File: src/rtl/pred_simd_pkg.sv
package pred_simd_pkg;
  typedef enum logic {
    PRED_WHOLE = 1'b0,
    PRED_LANE  = 1'b1
  } pred_mode_e;
endpackage

File: src/rtl/pred_simd_mask.sv
module pred_simd_mask
  import pred_simd_pkg::*;
#(
  parameter int LANES = 4,
  parameter int CNT_W = 3
) (
  input  logic [LANES-1:0] pred_i,
  input  logic             lane_mode_i,
  input  logic [CNT_W-1:0] vlen_i,
  output logic [LANES-1:0] en_o
);
  pred_mode_e mode;
  assign mode = pred_mode_e'(lane_mode_i);

  for (genvar i = 0; i < LANES; i++) begin : g_lane
    logic in_vec;
    assign in_vec = 32'(vlen_i) > i;
    always_comb begin
      if (mode == PRED_LANE) en_o[i] = pred_i[i] & in_vec;
      else                   en_o[i] = pred_i[0];
    end
  end
endmodule

File: src/rtl/pred_simd_lane.sv
module pred_simd_lane #(
  parameter int W = 8
) (
  input  logic [W-1:0] a_i,
  input  logic [W-1:0] b_i,
  input  logic [W-1:0] old_i,
  input  logic         en_i,
  input  logic         zero_i,
  output logic [W-1:0] res_o
);
  logic [W-1:0] sum;
  assign sum = a_i + b_i;  // wraps mod 2^W

  always_comb begin
    if (en_i)        res_o = sum;
    else if (zero_i) res_o = '0;
    else             res_o = old_i;
  end
endmodule

File: src/rtl/pred_simd_add.sv
module pred_simd_add #(
  parameter int LANES  = 4,
  parameter int LANE_W = 8,
  localparam int DW    = LANES * LANE_W,
  localparam int CNT_W = $clog2(LANES + 1)
) (
  input  logic             clk_i,
  input  logic             rst_ni,
  input  logic             valid_i,
  input  logic [DW-1:0]    opa_i,
  input  logic [DW-1:0]    opb_i,
  input  logic [DW-1:0]    dst_old_i,
  input  logic [LANES-1:0] pred_i,
  input  logic             lane_mode_i,
  input  logic             zero_i,
  input  logic [CNT_W-1:0] vlen_i,
  output logic             valid_o,
  output logic [DW-1:0]    result_o,
  output logic [LANES-1:0] wen_o
);
  logic [LANES-1:0] en;
  logic [DW-1:0]    res_d;

  pred_simd_mask #(.LANES(LANES), .CNT_W(CNT_W)) u_mask (
    .pred_i      (pred_i),
    .lane_mode_i (lane_mode_i),
    .vlen_i      (vlen_i),
    .en_o        (en)
  );

  for (genvar i = 0; i < LANES; i++) begin : g_lane
    pred_simd_lane #(.W(LANE_W)) u_lane (
      .a_i    (opa_i[i*LANE_W +: LANE_W]),
      .b_i    (opb_i[i*LANE_W +: LANE_W]),
      .old_i  (dst_old_i[i*LANE_W +: LANE_W]),
      .en_i   (en[i]),
      .zero_i (zero_i),
      .res_o  (res_d[i*LANE_W +: LANE_W])
    );
  end

  always_ff @(posedge clk_i or negedge rst_ni) begin
    if (!rst_ni) begin
      valid_o  <= 1'b0;
      wen_o    <= '0;
      result_o <= '0;
    end else begin
      valid_o <= valid_i;
      wen_o   <= valid_i ? en : '0;
      if (valid_i) result_o <= res_d;
    end
  end
endmodule

File: config.mk
export PLATFORM = sky130hd
export DESIGN_NAME = pred_simd_add
export DESIGN_NICKNAME = d
export VERILOG_FILES = /design/src/rtl/pred_simd_pkg.sv /design/src/rtl/pred_simd_mask.sv /design/src/rtl/pred_simd_lane.sv /design/src/rtl/pred_simd_add.sv
export SDC_FILE = /design/constraint.sdc
export NUM_CORES = 1
export LEC_CHECK = 0
export BUFFER_PORTS_ARGS = -buffer_cell sky130_fd_sc_hd__clkbuf_2
export CAP_MARGIN = 20
export CORE_MARGIN = 5
export CORE_UTILIZATION = 35
export CTS_CLUSTER_SIZE = 30
export DETAILED_ROUTE_END_ITERATION = 8
export PLACE_DENSITY_LB_ADDON = 0.05
export SLEW_MARGIN = 10
export SYNTH_ARGS = -nofsm -noshare
export SYNTH_HDL_FRONTEND = slang
export SYNTH_SLANG_ARGS = --single-unit
File: constraint.sdc
create_clock -name clk_i -period 1.5 [get_ports clk_i]
set_input_delay 0.15 -clock clk_i [delete_from_list [all_inputs] [get_ports clk_i]]
set_output_delay 0.15 -clock clk_i [all_outputs]
set_load 0.01 [all_outputs]
---- Word-level counts from Yosys, hierarchy flattened ----
Index checks and enable logic that the tools add are counted.
word-level totals
  output and inout bits ................... 37
  bits in registers ....................... 37
  input port bits ......................... 108
  word-level logic and storage cells ...... 28
operators by class
  $add $sub $neg .......................... 4
  bitwise logic cells ..................... 4
  $lt $le $gt $ge ......................... 4
  mux-type cells .......................... 13
operator list
  cell                                                                             number
  8-bit 2-to-1 mux                                                                 8
  8-bit adder                                                                      4
  3-bit by 1-bit greater-than comparator with 1-bit output, second input constant  2
  3-bit by 2-bit greater-than comparator with 1-bit output, second input constant  2
  1-bit AND                                                                        4
  1-bit 2-to-1 mux                                                                 4
  4-bit 2-to-1 mux                                                                 1

---- Depth between registers and ports, before layout ----
Gate-level depths: netlist of run 1.
  depth in word-level cells ............... 4
  depth in mapped cells ................... 8
  mapped depth without buffers ............ 8

---- By module ----
Synthesis of run 1 repeated with hierarchy kept, for this count alone.
second synthesis, totals
  cell total of the unflattened synthesis .. 354
  area total of the unflattened synthesis .. 3385.7 sq um
modules (own cells, without submodules)
  module                                  sequential area each (sq um)  times used  area an instance (sq um)  cells each
  pred_simd_add                           925.9                         1           1471.4                    77
  pred_simd_lane at g_lane[1].u_lane ...  0.0                           2           470.5                     67
  pred_simd_lane at g_lane[3].u_lane      0.0                           1           460.4                     67
  pred_simd_lane at g_lane[0].u_lane      0.0                           1           457.9                     66
  pred_simd_mask                          0.0                           1           55.1                      10

---- Least setup slack after synthesis of run 1 ----
No wires, ideal clock.
  path type ............................... input to register
  from .................................... in opa_i[0]
  to ...................................... reg result_o[6]
  slack ................................... -0.222 ns
  stages on the path ...................... 8
  data required time ...................... 1.374 ns
  path buffers ............................ 0
  setup time .............................. 0.126 ns
  data arrival time ....................... 1.596 ns
  path through ............................ ha_1 inv_1 fa_1 nand2b_1 a21oi_1 o22ai_1 xnor2_1 a221o_1
on the way
  cells in the longest elaborated chain, start to end .. 2
RTL lines
  what                    RTL line              source
  start: declaration      pred_simd_add.sv:10   input logic [DW-1:0] opa_i,
  8-bit adder             pred_simd_lane.sv:12  assign sum = a_i + b_i;
  8-bit 2-to-1 mux        pred_simd_lane.sv:15  if (en_i) res_o = sum;
  end signal: assignment  pred_simd_add.sv:50   if (valid_i) result_o <= res_d;
  end: declaration        pred_simd_add.sv:18   output logic [DW-1:0] result_o,
Every way passes these cells.
A chain may end at the register's enable or synchronous reset.

---- Worst setup path in the final report of run 1 ----
Same ends and word-level chain as after synthesis.

==> results.cfg, run 1 <==
[cts]
clkSlewWorstSetupHoldPaths_ps = 70
post-cts-setup-buffers = 0
cts_tree = built
cts_buffers = 5
cts_sinks = 37
cts-root-buf = clkbuf_8
insertion_delay_ps = 290
htreeDepth = 2
cts_max_path_buffers = 2

[worst_setup_path]
max_stage_delay_ps = 350
cp_max_fo = 2
crit_buf_inv = 2
crit_family = compound AO/OA/AOI/OAI gates
crit_type = in -> reg
slowest_stage = fa_2
crit_path_end_kind = flip-flop
rrSetupSlack_ps = 640
crit_chain = clkbuf_2 > ha_4 > inv_2 > fa_2 > nand2b_4 > a21oi_2 > o22ai_1 > xnor2_1 > a221o_1
crit_arrival_ps = 1610
worst_setup_path_start_kind = primary input
crit_required_ps = 1680

[drt]
vias = 3010
drt-initial-drc-count = 48
wire_per_inst_microns = 14.3
drc = 0
wl_mm = 8.69
firstDrtPassIters = 4
ant_nets = 0
viasPerCell = 4.95

[timing]
max_freq_mhz = 699
hold_viol = 0
post-route-period-util_pct = 95.3
setup_viol = 0
drv_slew = 0
worst_pin_slew_ps = 523
holdWs_ps = 117
relSlewSlack_pct = 65.1
period_minus_slack_ps = 1430
finClkSkew_ps = 0
worst_slack_ps = 69.9

[logic_synthesis]
syn_area_sq_um = 2950
synth_cells = 326
yosysSeqAreaShare_pct = 31.4
syn_area_per_cell_sq_um = 9.03
syn-num-nets = 466
synth.lib_cells_used.distinct = 49
ys_seq_elements = 37
synth_edf_count = 0
ys.flop_type = dfrtp_1
yosys_warnings = 0
synthArstFlopShare_pct = 100

[pwr]
p_leak_nw = 2.15
ir_worst_vdd_v = 0.000350
power_density_nw_per_um2 = 804

[floorplanning]
die_area_sq_um = 10400
fp.coreArea_sq_um = 8220
rows = 33
die_x_microns = 102
pin_count = 145
die_h_microns = 102
start_util_pct = 35.8

[finish]
layout-drive-gt1-share_pct = 44.7
n_antenna_cell = 0
final_cell_mix = clkbuf_2, nor2_1, dfrtp_1, buf_4, a21oi_1
instances_no_fill = 608
nets = 642
syn2layout_area_growth_pct = 43.4
final_common_cell = clkbuf_2

[placed_design]
gp_congestion = 0.779
dp_hpwl_mm = 7.43
post-place-ws_ps = -265
portBuffers = 144
placedCellCount = 599

[global_routing]
grt_usage_pct = 16.8
grt.overflow.total = 0
grt_pass1_wl_mm = 13.8
grt_antenna_before_repair = 0
grt_pass1_vias = 3085
grt_max_degree = 28

[outcome]
status = complete, no violations

[hold_path]
worst_hold_path_type = in -> reg

[job]
cap_violations = 0
[cells by family (layout without fill, tap and decap cells)]
kind of cell	after synthesis	in the layout	share of synthesized area (%)
DFF	37	37	31.4
xor gates and xnor gates	21	21	6.24
AOI/OAI and AO/OA	108	108	26.3
adders and majority gates	32	32	14.6
muxes	1	1	0.382
buffers and inverters	32	209	4.80
and+or+nand+nor	95	95	16.2
[layout make-up]
cell class	instances	area (sq um)
fillers	828	3990
multi-input cells	257	1960
repair buffers	181	1010
flip-flops and latches	37	926
well taps	105	131
clock buffers	7	86.3
inverters	20	75.1
clock inverters	1	30.0
[worst min-delay path: stages]
cell	delay, ps
clkbuf_2	80
nand4_1	60
o221ai_1	70
[per-stage QoR]
step           power (mW)  TNS (ps)  util, %  cell area [sq um]
6_report             3.40         0     51.4               4220
2_1_floorplan        1.95      -263        -               3020
5_1_grt              3.64    -0.425     51.4               4220
4_1_cts              3.44         0     51.3               4210
3_3_place_gp         2.51     -2360     49.7               4090
3_5_place_dp         2.52     -2660     49.7               4090
[per-layer routing]
layer  share of wire (%)  track usage (%)  vias to the layer above
li1                    -                -                     1540
met2                  50             29.9                       84
met3                 6.3             3.03                       11
met1                  42             20.4                     1375
met4                 1.9             5.32                        0
met5                   0                0                        -
[cell usage after synthesis, drive strengths merged, types with 5 or more instances]
master | count | share of area [%]
a211oi | 9 | 3.1
a21oi | 35 | 6.1
a221o | 8 | 2.7
a31oi | 12 | 2.5
and3 | 10 | 2.1
buf | 6 | 1.5
clkbuf | 6 | 0.76
dfrtp | 37 | 31
ha | 28 | 12
inv | 20 | 2.5
nand2 | 11 | 1.6
nand3 | 5 | 0.85
nor2 | 39 | 5.0
nor2b | 5 | 1.3
nor3 | 7 | 1.2
nor3b | 8 | 2.0
o21ai | 16 | 2.8
xnor2 | 21 | 6.2
[power breakdown]
group	leakage [nW]	internal, mW	switching (mW)
registers	0.450	1.13	0.0812
clock network	0.0585	0.542	0.363
logic	1.64	0.650	0.632
[final timing paths]
kind,from,depth (start not counted),endpoint
max,opa_i[0],9,result_o[6]
min,dst_old_i[15],3,result_o[15]
max reg2reg,result_o[5],1,result_o[5]
min reg2reg,result_o[20],2,result_o[20]
max in group asynchronous,rst_ni,3,result_o[11]
min in group asynchronous,rst_ni,2,result_o[19]
[timing repair]
item | in CTS | in global routing
endpoints found under the setup margin | 0 | 4
gates resized for setup | 0 | 3
hold buffers | 1 | 0
endpoints found under the hold margin | 17 | 0
[registers in the layout (all words and copies together) (netlist names)]
register / cells
wen_o: 4
result_o: 32
valid_o: 1
(Power assumes the default switching activity.)
==> inputs of run 2 (changes only) <==
--- a/config.mk
+++ b/config.mk
@@ -7,10 +7,13 @@
 export LEC_CHECK = 0
 export BUFFER_PORTS_ARGS = -buffer_cell sky130_fd_sc_hd__clkbuf_2
 export CAP_MARGIN = 20
+export CORE_ASPECT_RATIO = 1.4
 export CORE_MARGIN = 5
 export CORE_UTILIZATION = 35
 export CTS_CLUSTER_SIZE = 30
 export DETAILED_ROUTE_END_ITERATION = 8
+export HOLD_SLACK_MARGIN = 0.06
+export MAX_ROUTING_LAYER = met4
 export PLACE_DENSITY_LB_ADDON = 0.05
 export SLEW_MARGIN = 10
 export SYNTH_ARGS = -nofsm -noshare
==> run 2 against run 1 <==
Effect of this change:
- combinational power about the same
- largest power group unchanged
- clock power increased by 8.8%
- largest cell class unchanged
- hold slack worse by 10 ps
- register-to-register slack better by 20 ps
- die area rose by 0.25%
==> results.cfg, run 2 (synthesis results as in run 1) <==
[outcome]
status = complete, no violations

[cts]
cts_max_path_buffers = 2
insertion_delay_ps = 270
cts_buffers = 5
cts_sinks = 37
cts-root-buf = clkbuf_16
clkSlewWorstSetupHoldPaths_ps = 50
htreeDepth = 2
cts_tree = built

[timing]
setup_viol = 0
worst_slack_ps = 48.5
max_freq_mhz = 689
hold_viol = 0
period_minus_slack_ps = 1450
post-route-period-util_pct = 96.8
drv_slew = 0
relSlewSlack_pct = 68.3
worst_pin_slew_ps = 476
finalSetupTns_ps = 0
finClkSkew_ps = 0

[worst_setup_path]
crit_path_end_kind = flip-flop
cp_max_fo = 2
worst_setup_path_start_kind = primary input
crit_family = compound AO/OA/AOI/OAI gates
max_stage_delay_ps = 340
crit_arrival_ps = 1610
crit_type = in -> reg
crit_buf_inv = 2
slowest_stage = fa_2
crit_chain = clkbuf_2 > ha_4 > inv_2 > fa_2 > nand2b_4 > a21oi_4 > o22ai_1 > xnor2_1 > a221o_1
crit_required_ps = 1650

[global_routing]
grt_pass1_vias = 3203
grt_pass1_wl_mm = 14.3
grt.overflow.total = 0
grt_usage_pct = 17.5
grt_antenna_before_repair = 0
grt_max_degree = 38

[finish]
top_register = result_o
final_common_cell = clkbuf_2
syn2layout_area_growth_pct = 44.7
reg_top3 = result_o: 32 flops, wen_o: 4 flops, valid_o: 1 flops
final_cell_mix = clkbuf_2, nor2_1, buf_4, dfrtp_1, a21oi_1
fill_cells = 849
fin_util_pct = 52.0
n_antenna_cell = 0
layout-drive-gt1-share_pct = 44.9
nets = 645
largest_register_ffs = 32

[floorplanning]
rows = 39
fp.coreArea_sq_um = 8200
die_h_microns = 119
die_area_sq_um = 10400
start_util_pct = 35.9
pin_count = 145
die_x_microns = 87.5

[pwr]
ir_worst_vdd_v = 0.000421
power_density_nw_per_um2 = 818
p_leak_nw = 2.17

[placed_design]
gp_congestion = 0.785
portBuffers = 144
dp_hpwl_mm = 7.21
post-place-ws_ps = -294

[drt]
wire_per_inst_microns = 13.9
viasPerCell = 4.92
ant_nets = 0
firstDrtPassIters = 4
wl_mm = 8.48
drt-initial-drc-count = 53
drc = 0
vias = 2991

[job]
cap_violations = 0

[hold_path]
worst_hold_path_type = in -> reg
run 2: metrics by stage:
stage                     std cells  total power, mW  hold WS [ps]  area [sq um]
after floorplan                 326             1.95          -146          3020
after global placement          596             2.51           230          4070
after detailed placement        596             2.51           229          4070
after CTS                       605             3.52           107          4220
after global routing            608             3.73           120          4260
final                           608             3.49           107          4260
run 2: final cells by class:
cell class | instances | area (sq um) | area share, %
Multi-Input combinational cell | 257 | 1970 | 46.2
Sequential cell | 37 | 926 | 21.7
Tap cell | 102 | 128 | 2.99
Inverter | 20 | 75.1 | 1.76
Timing Repair Buffer | 184 | 1030 | 24.1
Clock buffer | 8 | 136 | 3.20
run 2: worst paths after layout:
kind / cells past startpoint / to / from / slack [ps]
max: 9 / result_o[6] / opb_i[0] / 50
min: 1 / valid_o / valid_i / 110
max reg2reg: 1 / result_o[22] / result_o[22] / 660
min reg2reg: 1 / result_o[5] / result_o[5] / 520
max in group asynchronous: 3 / result_o[6] / rst_ni / 700
min in group asynchronous: 3 / result_o[21] / rst_ni / 470
run 2: repair_timing:
| action | CTS | global route |
|---|---|---|
| gates resized for setup | 1 | 6 |
| pin swaps | 0 | 10 |
| buffers inserted | 0 | 3 |
| gates cloned | 0 | 0 |
| hold buffers | 1 | 0 |
| endpoints found under the hold margin | 37 | 0 |
| setup endpoints to repair | 1 | 7 |
run 2: power breakdown:
group	internal (mW)	total (mW)	switching [mW]
sequential	1.13	1.21	0.0772
clock	0.617	0.986	0.368
combinational	0.660	1.29	0.634
total	2.41	3.49	1.08
run 2: metal layers:
metal	global-route usage, %	vias up	part of all wire (%)
met2	29.2	79	51
met5	-	-	0
met1	21.1	1356	41
met3	3.90	5	6.6
met4	4.61	0	1.1
li1	-	1551	-
==> inputs of run 3 (changes only) <==
--- a/config.mk
+++ b/config.mk
@@ -18,4 +18,5 @@
 export SLEW_MARGIN = 10
 export SYNTH_ARGS = -nofsm -noshare
 export SYNTH_HDL_FRONTEND = slang
+export SYNTH_HIERARCHICAL = 1
 export SYNTH_SLANG_ARGS = --single-unit
==> run 3 against run 2 <==
Effect of this change:
- sequential share of layout area down 3.1 points
- worst setup slack better by 10 ps
- non-clock buffer count up 19
- combinational power up 29%
- synthesized area up 15%
- sequential cell count unchanged
- maximum frequency up 0.73%
- global-route usage down 0.66 points
- via count up 13%
- final area up 17%
- hold slack better by 100 ps
==> results.cfg, run 3 <==
[global_routing]
grt_antenna_before_repair = 0
grt_usage_pct = 16.9
grt.overflow.total = 0
grt_pass1_vias = 3452
grt_pass1_wl_mm = 15.8
grt_max_degree = 38

[logic_synthesis]
yosysSeqAreaShare_pct = 27.3
synth_area_leaders = dfrtp_1, mux2_4, ha_1
netlist_top_cells_count = dfrtp_1, nand2_1, ha_1, inv_1, mux2_4
synth_area_leader_cell = dfrtp_1
ys_seq_elements = 37
synth_edf_count = 0
synthArstFlopShare_pct = 100
yosys.area.top_type_share_pct = 27.3
synth_cells = 354
syn_area_sq_um = 3390
yosys_warnings = 6
syn-num-nets = 494
syn_area_per_cell_sq_um = 9.56
ys.flop_type = dfrtp_1
synth.lib_cells_used.distinct = 56

[job]
cap_violations = 0

[drt]
ant_nets = 0
wire_per_inst_microns = 14.7
vias = 3393
drt-initial-drc-count = 76
wl_mm = 9.83
viasPerCell = 5.09
drc = 0
firstDrtPassIters = 4

[finish]
final_cell_mix = clkbuf_2, buf_4, nand2_1, dfrtp_1, mux2_4
nets = 696
fill_cells = 905
largest_register_ffs = 32
layout-drive-gt1-share_pct = 49.7
top_register = result_o
n_antenna_cell = 0
reg_top3 = result_o: 32 flops, wen_o: 4 flops, valid_o: 1 flops
final_common_cell = clkbuf_2
seqCellArea_sq_um = 926
instances_no_fill = 667
syn2layout_area_growth_pct = 46.7
multiInputGateArea_sq_um = 2430

[hold_path]
worst_hold_path_type = in -> reg
hold_depth = 4
min_from = dst_old_i[27]

[worst_setup_path]
crit_path_end_kind = flip-flop
reg2reg_depth = 1
worst_setup_path_start_kind = primary input
crit_required_ps = 1720
crit_chain = buf_6 > ha_4 > inv_2 > fa_2 > nor2b_4 > o31ai_4 > a2111o_1 > o211ai_1 > mux2_4
crit_start = opb_i[24]
crit_arrival_ps = 1660
cp_max_fo = 3
max_stage_delay_ps = 410
slowest_stage = a2111o_1
rr_startpoint = result_o[18]
crit_type = in -> reg

[pwr]
power_density_nw_per_um2 = 792
p_leak_nw = 2.54
ir_worst_vdd_v = 0.000448

[placed_design]
portBuffers = 144
gp_congestion = 0.819
placedCellCount = 658
dp_hpwl_mm = 8.09
post-place-ws_ps = -273

[timing]
hold_viol = 0
worst_slack_ps = 59.0
drv_slew = 0
worst_pin_slew_ps = 485
rsz0062_at_grt = true
relSlewSlack_pct = 67.5
period_minus_slack_ps = 1440
setup_viol = 0
finalSetupTns_ps = 0
max_freq_mhz = 694
finClkSkew_ps = 0
post-route-period-util_pct = 96.1

[outcome]
status = complete, no violations

[cts]
cts_tree = built
cts_sinks = 37
cts_max_path_buffers = 2
cts_buffers = 5
insertion_delay_ps = 280
htreeDepth = 2
cts-root-buf = clkbuf_16
clkSlewWorstSetupHoldPaths_ps = 60

[floorplanning]
start_util_pct = 35.8
die_h_microns = 126
pin_count = 145
rows = 42
die_area_sq_um = 11800
die_x_microns = 93.1
fp.coreArea_sq_um = 9460
==> run 3: timing repair <==
action | CTS | global route
resized for setup | 0 | 12
buffers inserted | 0 | 0
endpoints found under the hold margin | 37 | 0
hold buffers | 1 | 0
endpoints found under the setup margin | 0 | 7
==> run 3: layer usage <==
metal	vias up	share of wire, %	global-route usage [%]
met5	-	0	-
met4	0	1.2	4.83
met3	8	5.3	2.90
met2	98	49	28.9
met1	1562	44	20.3
li1	1725	-	-
==> run 3: final timing paths <==
kind | to | slack (ps)
setup / recovery | result_o[30] | 60
hold / removal | result_o[27] | 210
setup reg to reg | result_o[18] | 710
hold reg to reg | result_o[8] | 510
max in group asynchronous | result_o[31] | 700
min in group asynchronous | result_o[4] | 440
==> run 3: cells by family (layout without fill, tap and decap cells) <==
kind of cell	count (synthesis)	in the layout	synth area share, %
AO/OA/AOI/OAI	100	100	22.5
flip-flops	37	37	27.3
multiplexers	35	35	14.4
AND/OR/NAND/NOR	101	101	14.7
buffers and inverters	39	242	5.76
XOR/XNOR	10	10	2.59
adder cells (fa/ha/maj)	32	32	12.7
==> run 3: through the flow <==
stage               area [sq um]  utilization (%)  power (mW)  hold WS (ps)
CTS                         4890             51.7        3.96           210
global route                4970             52.5        4.22           221
floorplan                   3500                -        2.19          -146
finish                      4970             52.5        3.94           212
detailed placement          4740             50.2        2.92           237
global placement            4740             50.2        2.91           228
==> run 3: power breakdown <==
| group | switching (mW) | leakage [nW] | internal [mW] |
|---|---|---|---|
| Sequential | 0.0973 | 0.464 | 1.16 |
| Combinational | 0.779 | 2.01 | 0.890 |
| Clock | 0.397 | 0.0706 | 0.610 |
==> run 3: area by class of cell <==
| cell class | instances | share of cell area, % |
|---|---|---|
| timing repair buffer | 203 | 24.5 |
| inverter | 31 | 2.34 |
| multi-input combinational | 278 | 49.0 |
| clock buffer | 6 | 2.59 |
| sequential | 37 | 18.6 |
| tap | 110 | 2.77 |
| clock inverter | 2 | 0.202 |
==> run 3: critical path, delay by kind of cell <==
kind,cells,cell delay [ps]
muxes,1,170
and+or+nand+nor,1,160
adders and majority gates,2,490
AOI/OAI and AO/OA,3,590
buffers and inverters,2,100
